<file path="src/rtl/tap_an_pkg.sv">
package tap_an_pkg;

    typedef enum logic [1:0] {
        ST_IDLE = 2'd0,
        ST_SCAN = 2'd1,
        ST_DONE = 2'd2
    } scan_state_e;

    // Pixels per pass for a given number of distinct values and multiplier budget.
    function automatic int unsigned pass_pixels(input int unsigned budget,
                                                input int unsigned n_distinct);
        if (n_distinct == 0)
            return 0;
        return budget / n_distinct;
    endfunction

endpackage

</file>
<file path="src/rtl/tap_scan_ctrl.sv">
module tap_scan_ctrl
    import tap_an_pkg::*;
#(
    parameter int N_TAPS = 9,
    parameter int IDX_W  = 4
) (
    input  logic             clk,
    input  logic             rst,
    input  logic             load_i,
    output logic             start_o,
    output logic             step_o,
    output logic [IDX_W-1:0] idx_o,
    output logic             busy_o,
    output logic             done_o
);
    localparam logic [IDX_W-1:0] LAST_IDX = IDX_W'(N_TAPS - 1);

    scan_state_e      state_q;
    logic [IDX_W-1:0] idx_q;

    assign start_o = load_i && (state_q != ST_SCAN);
    assign step_o  = (state_q == ST_SCAN);
    assign idx_o   = idx_q;
    assign busy_o  = (state_q == ST_SCAN);
    assign done_o  = (state_q == ST_DONE);

    always_ff @(posedge clk) begin
        if (rst) begin
            state_q <= ST_IDLE;
            idx_q   <= '0;
        end else if (start_o) begin
            state_q <= ST_SCAN;
            idx_q   <= '0;
        end else if (state_q == ST_SCAN) begin
            if (idx_q == LAST_IDX) begin
                state_q <= ST_DONE;
            end else begin
                idx_q <= idx_q + 1'b1;
            end
        end
    end

    AST_SCAN_ADVANCE: assert property (@(posedge clk) disable iff (rst)
        (state_q == ST_SCAN && idx_q != LAST_IDX) |=> (state_q == ST_SCAN && idx_q == $past(idx_q) + 1'b1));

    AST_SCAN_ENDS: assert property (@(posedge clk) disable iff (rst)
        (state_q == ST_SCAN && idx_q == LAST_IDX) |=> done_o);

    AST_BUSY_DONE_EXCL: assert property (@(posedge clk) disable iff (rst)
        $onehot0({busy_o, done_o}));

    AST_LOAD_RESTART: assert property (@(posedge clk) disable iff (rst)
        (done_o && load_i) |=> (busy_o && idx_q == '0));

endmodule

</file>
<file path="src/rtl/tap_match_unit.sv">
module tap_match_unit #(
    parameter int N_TAPS = 9,
    parameter int COEF_W = 8,
    parameter int CNT_W  = 4,
    parameter int IDX_W  = 4
) (
    input  logic                     clk,
    input  logic                     rst,
    input  logic [COEF_W-1:0]        tap_i,
    input  logic [N_TAPS*COEF_W-1:0] tbl_val_i,
    input  logic [CNT_W-1:0]         count_i,
    output logic                     hit_o,
    output logic [IDX_W-1:0]         slot_o
);
    logic [N_TAPS-1:0] eq;

    for (genvar j = 0; j < N_TAPS; j++) begin : g_cmp
        assign eq[j] = (CNT_W'(j) < count_i) &&
                       (tbl_val_i[j*COEF_W +: COEF_W] == tap_i);
    end

    always_comb begin
        hit_o  = 1'b0;
        slot_o = '0;
        for (int j = 0; j < N_TAPS; j++) begin
            if (eq[j] && !hit_o) begin
                hit_o  = 1'b1;
                slot_o = IDX_W'(j);
            end
        end
    end

    AST_SINGLE_MATCH: assert property (@(posedge clk) disable iff (rst)
        $onehot0(eq));

endmodule

</file>
<file path="src/rtl/tap_group_table.sv">
module tap_group_table #(
    parameter int N_TAPS = 9,
    parameter int COEF_W = 8,
    parameter int CNT_W  = 4,
    parameter int IDX_W  = 4
) (
    input  logic                     clk,
    input  logic                     rst,
    input  logic                     start_i,
    input  logic                     step_i,
    input  logic                     done_i,
    input  logic [IDX_W-1:0]         idx_i,
    input  logic [COEF_W-1:0]        tap_i,
    input  logic                     hit_i,
    input  logic [IDX_W-1:0]         slot_i,
    output logic [N_TAPS*COEF_W-1:0] val_o,
    output logic [N_TAPS*N_TAPS-1:0] mem_o,
    output logic [CNT_W-1:0]         count_o
);
    logic [COEF_W-1:0] val_q [N_TAPS];
    logic [N_TAPS-1:0] mem_q [N_TAPS];
    logic [CNT_W-1:0]  count_q;

    always_ff @(posedge clk) begin
        if (rst || start_i) begin
            count_q <= '0;
            for (int j = 0; j < N_TAPS; j++) begin
                val_q[j] <= '0;
                mem_q[j] <= '0;
            end
        end else if (step_i) begin
            if (hit_i) begin
                mem_q[slot_i][idx_i] <= 1'b1;
            end else begin
                val_q[count_q] <= tap_i;
                mem_q[count_q] <= N_TAPS'(1) << idx_i;
                count_q        <= count_q + 1'b1;
            end
        end
    end

    for (genvar j = 0; j < N_TAPS; j++) begin : g_pack
        assign val_o[j*COEF_W +: COEF_W] = val_q[j];
        assign mem_o[j*N_TAPS +: N_TAPS] = mem_q[j];
    end
    assign count_o = count_q;

    // Checker-side view of the finished table
    logic [N_TAPS-1:0] cover_or;
    int unsigned       cover_sum;
    always_comb begin
        cover_or  = '0;
        cover_sum = 0;
        for (int j = 0; j < N_TAPS; j++) begin
            cover_or  = cover_or | mem_q[j];
            cover_sum = cover_sum + int'($countones(mem_q[j]));
        end
    end

    AST_COUNT_RANGE: assert property (@(posedge clk) disable iff (rst)
        done_i |-> (count_q >= CNT_W'(1) && count_q <= CNT_W'(N_TAPS)));

    AST_MASK_PARTITION: assert property (@(posedge clk) disable iff (rst)
        done_i |-> (cover_or == {N_TAPS{1'b1}} && cover_sum == N_TAPS));

endmodule

</file>
<file path="src/rtl/tap_par_select.sv">
module tap_par_select
    import tap_an_pkg::*;
#(
    parameter int N_TAPS      = 9,
    parameter int MULT_BUDGET = 18,
    parameter int CNT_W       = 4,
    parameter int PAR_W       = 5
) (
    input  logic [CNT_W-1:0] count_i,
    output logic [PAR_W-1:0] par_o
);
    logic [PAR_W-1:0] level [N_TAPS+1];

    for (genvar n = 0; n <= N_TAPS; n++) begin : g_level
        assign level[n] = PAR_W'(pass_pixels(MULT_BUDGET, n));
    end

    assign par_o = (count_i <= CNT_W'(N_TAPS)) ? level[count_i] : '0;

endmodule

</file>
<file path="src/rtl/mask_tap_analyzer.sv">
module mask_tap_analyzer #(
    parameter int N_TAPS      = 9,
    parameter int COEF_W      = 8,
    parameter int MULT_BUDGET = 18,
    localparam int CNT_W      = $clog2(N_TAPS + 1),
    localparam int IDX_W      = $clog2(N_TAPS),
    localparam int PAR_W      = $clog2(MULT_BUDGET + 1)
) (
    input  logic                     clk,
    input  logic                     rst,
    input  logic                     load,
    input  logic [N_TAPS*COEF_W-1:0] mask_in,
    output logic                     busy,
    output logic                     done,
    output logic [CNT_W-1:0]         distinct_cnt,
    output logic [N_TAPS*COEF_W-1:0] group_val,
    output logic [N_TAPS*N_TAPS-1:0] group_mem,
    output logic [PAR_W-1:0]         pix_par
);
    logic                     start, step, hit;
    logic [IDX_W-1:0]         idx, slot;
    logic [COEF_W-1:0]        mask_q [N_TAPS];
    logic [COEF_W-1:0]        tap_cur;

    tap_scan_ctrl #(.N_TAPS(N_TAPS), .IDX_W(IDX_W)) u_ctrl (
        .clk(clk), .rst(rst), .load_i(load),
        .start_o(start), .step_o(step), .idx_o(idx),
        .busy_o(busy), .done_o(done)
    );

    always_ff @(posedge clk) begin
        if (rst) begin
            for (int i = 0; i < N_TAPS; i++) mask_q[i] <= '0;
        end else if (start) begin
            for (int i = 0; i < N_TAPS; i++) mask_q[i] <= mask_in[i*COEF_W +: COEF_W];
        end
    end

    assign tap_cur = (idx < IDX_W'(N_TAPS)) ? mask_q[idx] : '0;

    tap_match_unit #(.N_TAPS(N_TAPS), .COEF_W(COEF_W), .CNT_W(CNT_W), .IDX_W(IDX_W)) u_match (
        .clk(clk), .rst(rst), .tap_i(tap_cur), .tbl_val_i(group_val),
        .count_i(distinct_cnt), .hit_o(hit), .slot_o(slot)
    );

    tap_group_table #(.N_TAPS(N_TAPS), .COEF_W(COEF_W), .CNT_W(CNT_W), .IDX_W(IDX_W)) u_table (
        .clk(clk), .rst(rst), .start_i(start), .step_i(step), .done_i(done),
        .idx_i(idx), .tap_i(tap_cur), .hit_i(hit), .slot_i(slot),
        .val_o(group_val), .mem_o(group_mem), .count_o(distinct_cnt)
    );

    tap_par_select #(.N_TAPS(N_TAPS), .MULT_BUDGET(MULT_BUDGET), .CNT_W(CNT_W), .PAR_W(PAR_W)) u_par (
        .count_i(distinct_cnt), .par_o(pix_par)
    );

    AST_HOLD_RESULT: assert property (@(posedge clk) disable iff (rst)
        (done && !load) |=> (done && $stable(distinct_cnt) && $stable(group_val) && $stable(group_mem) && $stable(pix_par)));

    AST_PAR_FITS: assert property (@(posedge clk) disable iff (rst)
        done |-> (pix_par != '0 && int'(pix_par) * int'(distinct_cnt) <= MULT_BUDGET
                  && (int'(pix_par) + 1) * int'(distinct_cnt) > MULT_BUDGET));

endmodule

</file>
<file path="config.mk">
export PLATFORM = sky130hd
export DESIGN_NAME = mask_tap_analyzer
export DESIGN_NICKNAME = d
export VERILOG_FILES = /design/src/rtl/tap_an_pkg.sv /design/src/rtl/tap_scan_ctrl.sv /design/src/rtl/tap_match_unit.sv /design/src/rtl/tap_group_table.sv /design/src/rtl/tap_par_select.sv /design/src/rtl/mask_tap_analyzer.sv
export SDC_FILE = /design/constraint.sdc
export NUM_CORES = 1
export LEC_CHECK = 0
export ABC_AREA = 1
export BUFFER_PORTS_ARGS = -buffer_cell sky130_fd_sc_hd__buf_4
export CORE_ASPECT_RATIO = 1.1
export CORE_UTILIZATION = 57
export CTS_CLUSTER_DIAMETER = 30
export DETAILED_ROUTE_END_ITERATION = 6
export GPL_TIMING_DRIVEN = 0
export PLACE_DENSITY = 0.84
export SLEW_MARGIN = 40
export SYNTH_ARGS = -nofsm -noshare
export SYNTH_HDL_FRONTEND = slang
export SYNTH_SLANG_ARGS = --single-unit
</file>
<file path="constraint.sdc">
create_clock -name clk -period 4.4 [get_ports clk]
set_input_delay 0.22 -clock clk [delete_from_list [all_inputs] [get_ports clk]]
set_output_delay 0.22 -clock clk [all_outputs]
set_load 0.01 [all_outputs]
</file>
==> impl_metrics.py <==
metrics = {
    "cells_and_area": {
        "fillers": 1503,
        "final_cell_mix": "nor2_1, nand2_1, buf_4",
        "layout_commonest_cell": "nor2_1",
        "diodes": 0,
        "final_util": 0.763,
        "area_growth_pct": 30.6,
        "final-instance-count-excl-fill": 2050,
        "final_layout_size_suffix_gt1_frac": 0.281,
        "nets": 1806,
    },
    "sta": {
        "fin_crit_ns": 4.05,
        "slew_violations": 0,
        "fin_ws_ns": 0.346,
        "whs_ns": 0.00719,
        "tns_ns": 0,
        "hold_viol": 0,
        "relSlewSlack": 0.465,
        "period_share": 0.921,
        "worst_clock_skew_ns": 0.0181,
        "rsz0062_at_grt": "no",
        "max_freq_mhz": 247,
        "finalSetupViolCount": 0,
        "worst_slew_pin_slew_ns": 0.803,
    },
    "yosys": {
        "ys_seq_elements": 239,
        "postSynthAreaPerCell_um2": 9.26,
        "yosys.area.top_type": "edfxtp_1",
        "ys_seq_area_frac": 0.541,
        "synth_edf_count": 225,
        "synthArstFlopShare": 0,
        "synth_cell_types": 49,
        "netlist_instances": 1405,
        "yosys_warnings": 0,
        "netlist.area_leader.share": 0.519,
        "synth_flop_cell": "edfxtp_1",
        "synth.area.top_cells": "edfxtp_1, nor2_1, nand2_1",
        "syn_area_mm2": 0.0130,
        "synth_nets": 1491,
    },
    "global_route": {
        "antenna_found_initial": 0,
        "grt_pass1_wl_um": 61700,
        "gr-total-overflow": 0,
        "grt_pass1_vias": 11638,
        "grt_max_degree": 44,
        "use_met2": 0.593,
        "grt.met3_usage": 0.0551,
        "top_usage_layer": "met2",
        "met1_usage": 0.415,
        "grt_usage": 0.344,
    },
    "placed_design": {
        "place_ws_ns": 0.265,
        "dp_cells": 1939,
        "place_congestion": 0.981,
        "place_hpwl_um": 27600,
        "io_buffer_count": 238,
    },
    "worst_setup_path": {
        "reg2reg_to": "u_table.mem_q[5][1]",
        "critPathMaxStageDelay_ns": 0.46,
        "slowest_stage": "nor4_1",
        "timing.critical_path.mode_cell": "nand2_1",
        "required_ns": 4.64,
        "critPathArrivalTime_ns": 4.30,
        "path_cells": "inv_1, ha_1, a21oi_4, nor2_1, nand2_2, buf_6, buf_2, o2111ai_1, nor4_1, nand2_1, o21ai_1, nor2_1, nand2_1, nand2_4, nor2_8, buf_6, nand3_1, nand2_1",
        "reg2reg_from": "u_ctrl.idx_o[0]",
        "rr_worst_depth": 18,
        "critPathKind": "reg2reg",
        "start_kind": "register",
        "ff2ff_setup_slack_ns": 0.35,
        "crit_path_end_kind": "register",
        "cp_max_fo": 10,
    },
    "power_and_ir_drop": {
        "power.density_mw_per_mm2": 424,
        "clkPwrFrac": 0.467,
        "switching_share": 0.276,
        "p_switching_w": 0.00199,
        "power_frac_comb": 0.153,
        "internal-power_w": 0.00522,
        "p_leak_nw": 7.82,
        "irDropWorstVdd_mv": 0.337,
        "seqPwrFrac": 0.379,
    },
    "detailed_routing": {
        "drt_pre_antenna_iters": 7,
        "vias_per_cell": 5.65,
        "ant_nets": 0,
        "drt_wl_total_um": 40000,
        "route.detailed.drc": 0,
        "vias": 11579,
        "routedWlPerCell_um": 19.5,
        "first_iter_violations": 1031,
    },
    "clock_tree": {
        "cts_tree": "built",
        "worstSkewPairLatency_ns": 0.54,
        "h-tree-depth": 2,
        "path_clk_slew_ns": 0.05,
        "cts_num_sinks": 239,
        "cts_root_buf": "clkbuf_16",
        "numCtsBuffers": 43,
        "post_cts_buffers": 0,
        "cts_buffer_depth": 3,
    },
    "hold_path": {
        "hold_path.class": "in2reg",
        "min_from": "mask_in[25]",
        "min_to": "mask_q[3][1]",
        "whs_path_depth": 3,
    },
    "floorplan": {
        "die_x_um": 146,
        "rows": 57,
        "core_area_mm2": 0.0223,
        "floorplan.initialDensity": 0.585,
        "die-area_mm2": 0.0234,
        "die_h_um": 160,
        "io_pins": 239,
    },
    "run": {
        "maxCapViolations": 0,
    },
    "status": {
        "status": "finished clean",
    },
}
==> worst max-delay path, delay by kind of cell, from the launching register on <==
family                   cells  cell delay (ns)
AO/OA/AOI/OAI                3             0.61
adder cells (fa/ha/maj)      1             0.27
buffers and inverters        4             0.88
flip-flops                   1             0.35
AND/OR/NAND/NOR             10             1.64
==> kinds of logic (layout without fill, tap and decap cells) <==
group / count (synthesis) / after routing / share of synthesized area
and+or+nand+nor: 893 / 893 / 0.337
DFF: 239 / 239 / 0.541
buffers and inverters: 203 / 553 / 0.0796
AOI/OAI and AO/OA: 44 / 44 / 0.0214
xor gates and xnor gates: 15 / 15 / 0.0107
adders and majority gates: 11 / 11 / 0.0106
==> how the worst max path moves through the flow <==
stage,from,end,slack (ns)
detailed placement,u_ctrl.idx_o[0],u_table.val_q[2][1],0.27
global route,u_ctrl.idx_o[0],u_table.val_q[2][7],0.04
finish,u_ctrl.idx_o[0],u_table.mem_q[5][1],0.35
floorplan,u_ctrl.idx_o[0],u_table.val_q[2][0],1.26
global placement,u_ctrl.idx_o[0],u_table.val_q[2][1],0.38
CTS,u_ctrl.idx_o[0],u_table.val_q[2][7],0.26
==> power groups by stage <==
stage | logic [W] | registers, W | clock network (W)
after floorplan | 0.000587 | 0.00279 | 0
after global placement | 0.00102 | 0.00277 | 0
after detailed placement | 0.00105 | 0.00277 | 0
after CTS | 0.00108 | 0.00273 | 0.00338
after global routing | 0.00119 | 0.00274 | 0.00348
final | 0.00110 | 0.00274 | 0.00337
==> layout make-up <==
class | count | area [um^2] | share of cell area
plain buffers | 58 | 484 | 0.0285
multi-input cells | 963 | 4950 | 0.291
clock buffers | 47 | 1110 | 0.0655
flip-flops and latches | 239 | 7040 | 0.414
clock inverters | 33 | 365 | 0.0215
inverters | 145 | 554 | 0.0326
well taps | 295 | 369 | 0.0217
repair buffers | 270 | 2120 | 0.125
==> state kept, by name, indices dropped and copies added, names as in the netlist, named ones only <==
register	flops
u_table.mem_q	81
mask_q	72
u_table.val_q	72
u_ctrl.idx_o	4
u_table.count_o	4
u_ctrl.state_q	2
==> cell usage after synthesis (14+ instances only) <==
library cell,instances
edfxtp_1,225
nand2_2,20
nand2_1,288
clkbuf_1,17
o21ai_0,17
nand4_1,20
nor2_1,304
nand3_1,119
nand3_2,60
inv_1,134
nand3b_1,15
nor2_2,16
dfxtp_1,14
buf_6,26
==> metal layers <==
metal	up-vias	wire length (um)
li1	5257	-
met2	747	19700
met3	147	4050
met5	-	0
met4	0	2050
met1	5428	14200
==> metrics by stage <==
| step | area [um^2] | total power, W |
|---|---|---|
| after floorplan | 13000 | 0.00338 |
| after global placement | 15200 | 0.00380 |
| after detailed placement | 15200 | 0.00382 |
| after CTS | 17000 | 0.00719 |
| after global routing | 17000 | 0.00741 |
| final | 17000 | 0.00721 |
==> timing repair <==
action | CTS | global route
hold buffers | 31 | 0
hold endpoints to repair | 30 | 0
setup endpoints to repair | 0 | 8
resized for setup | 0 | 2
Power figures use the tool's default switching activity.
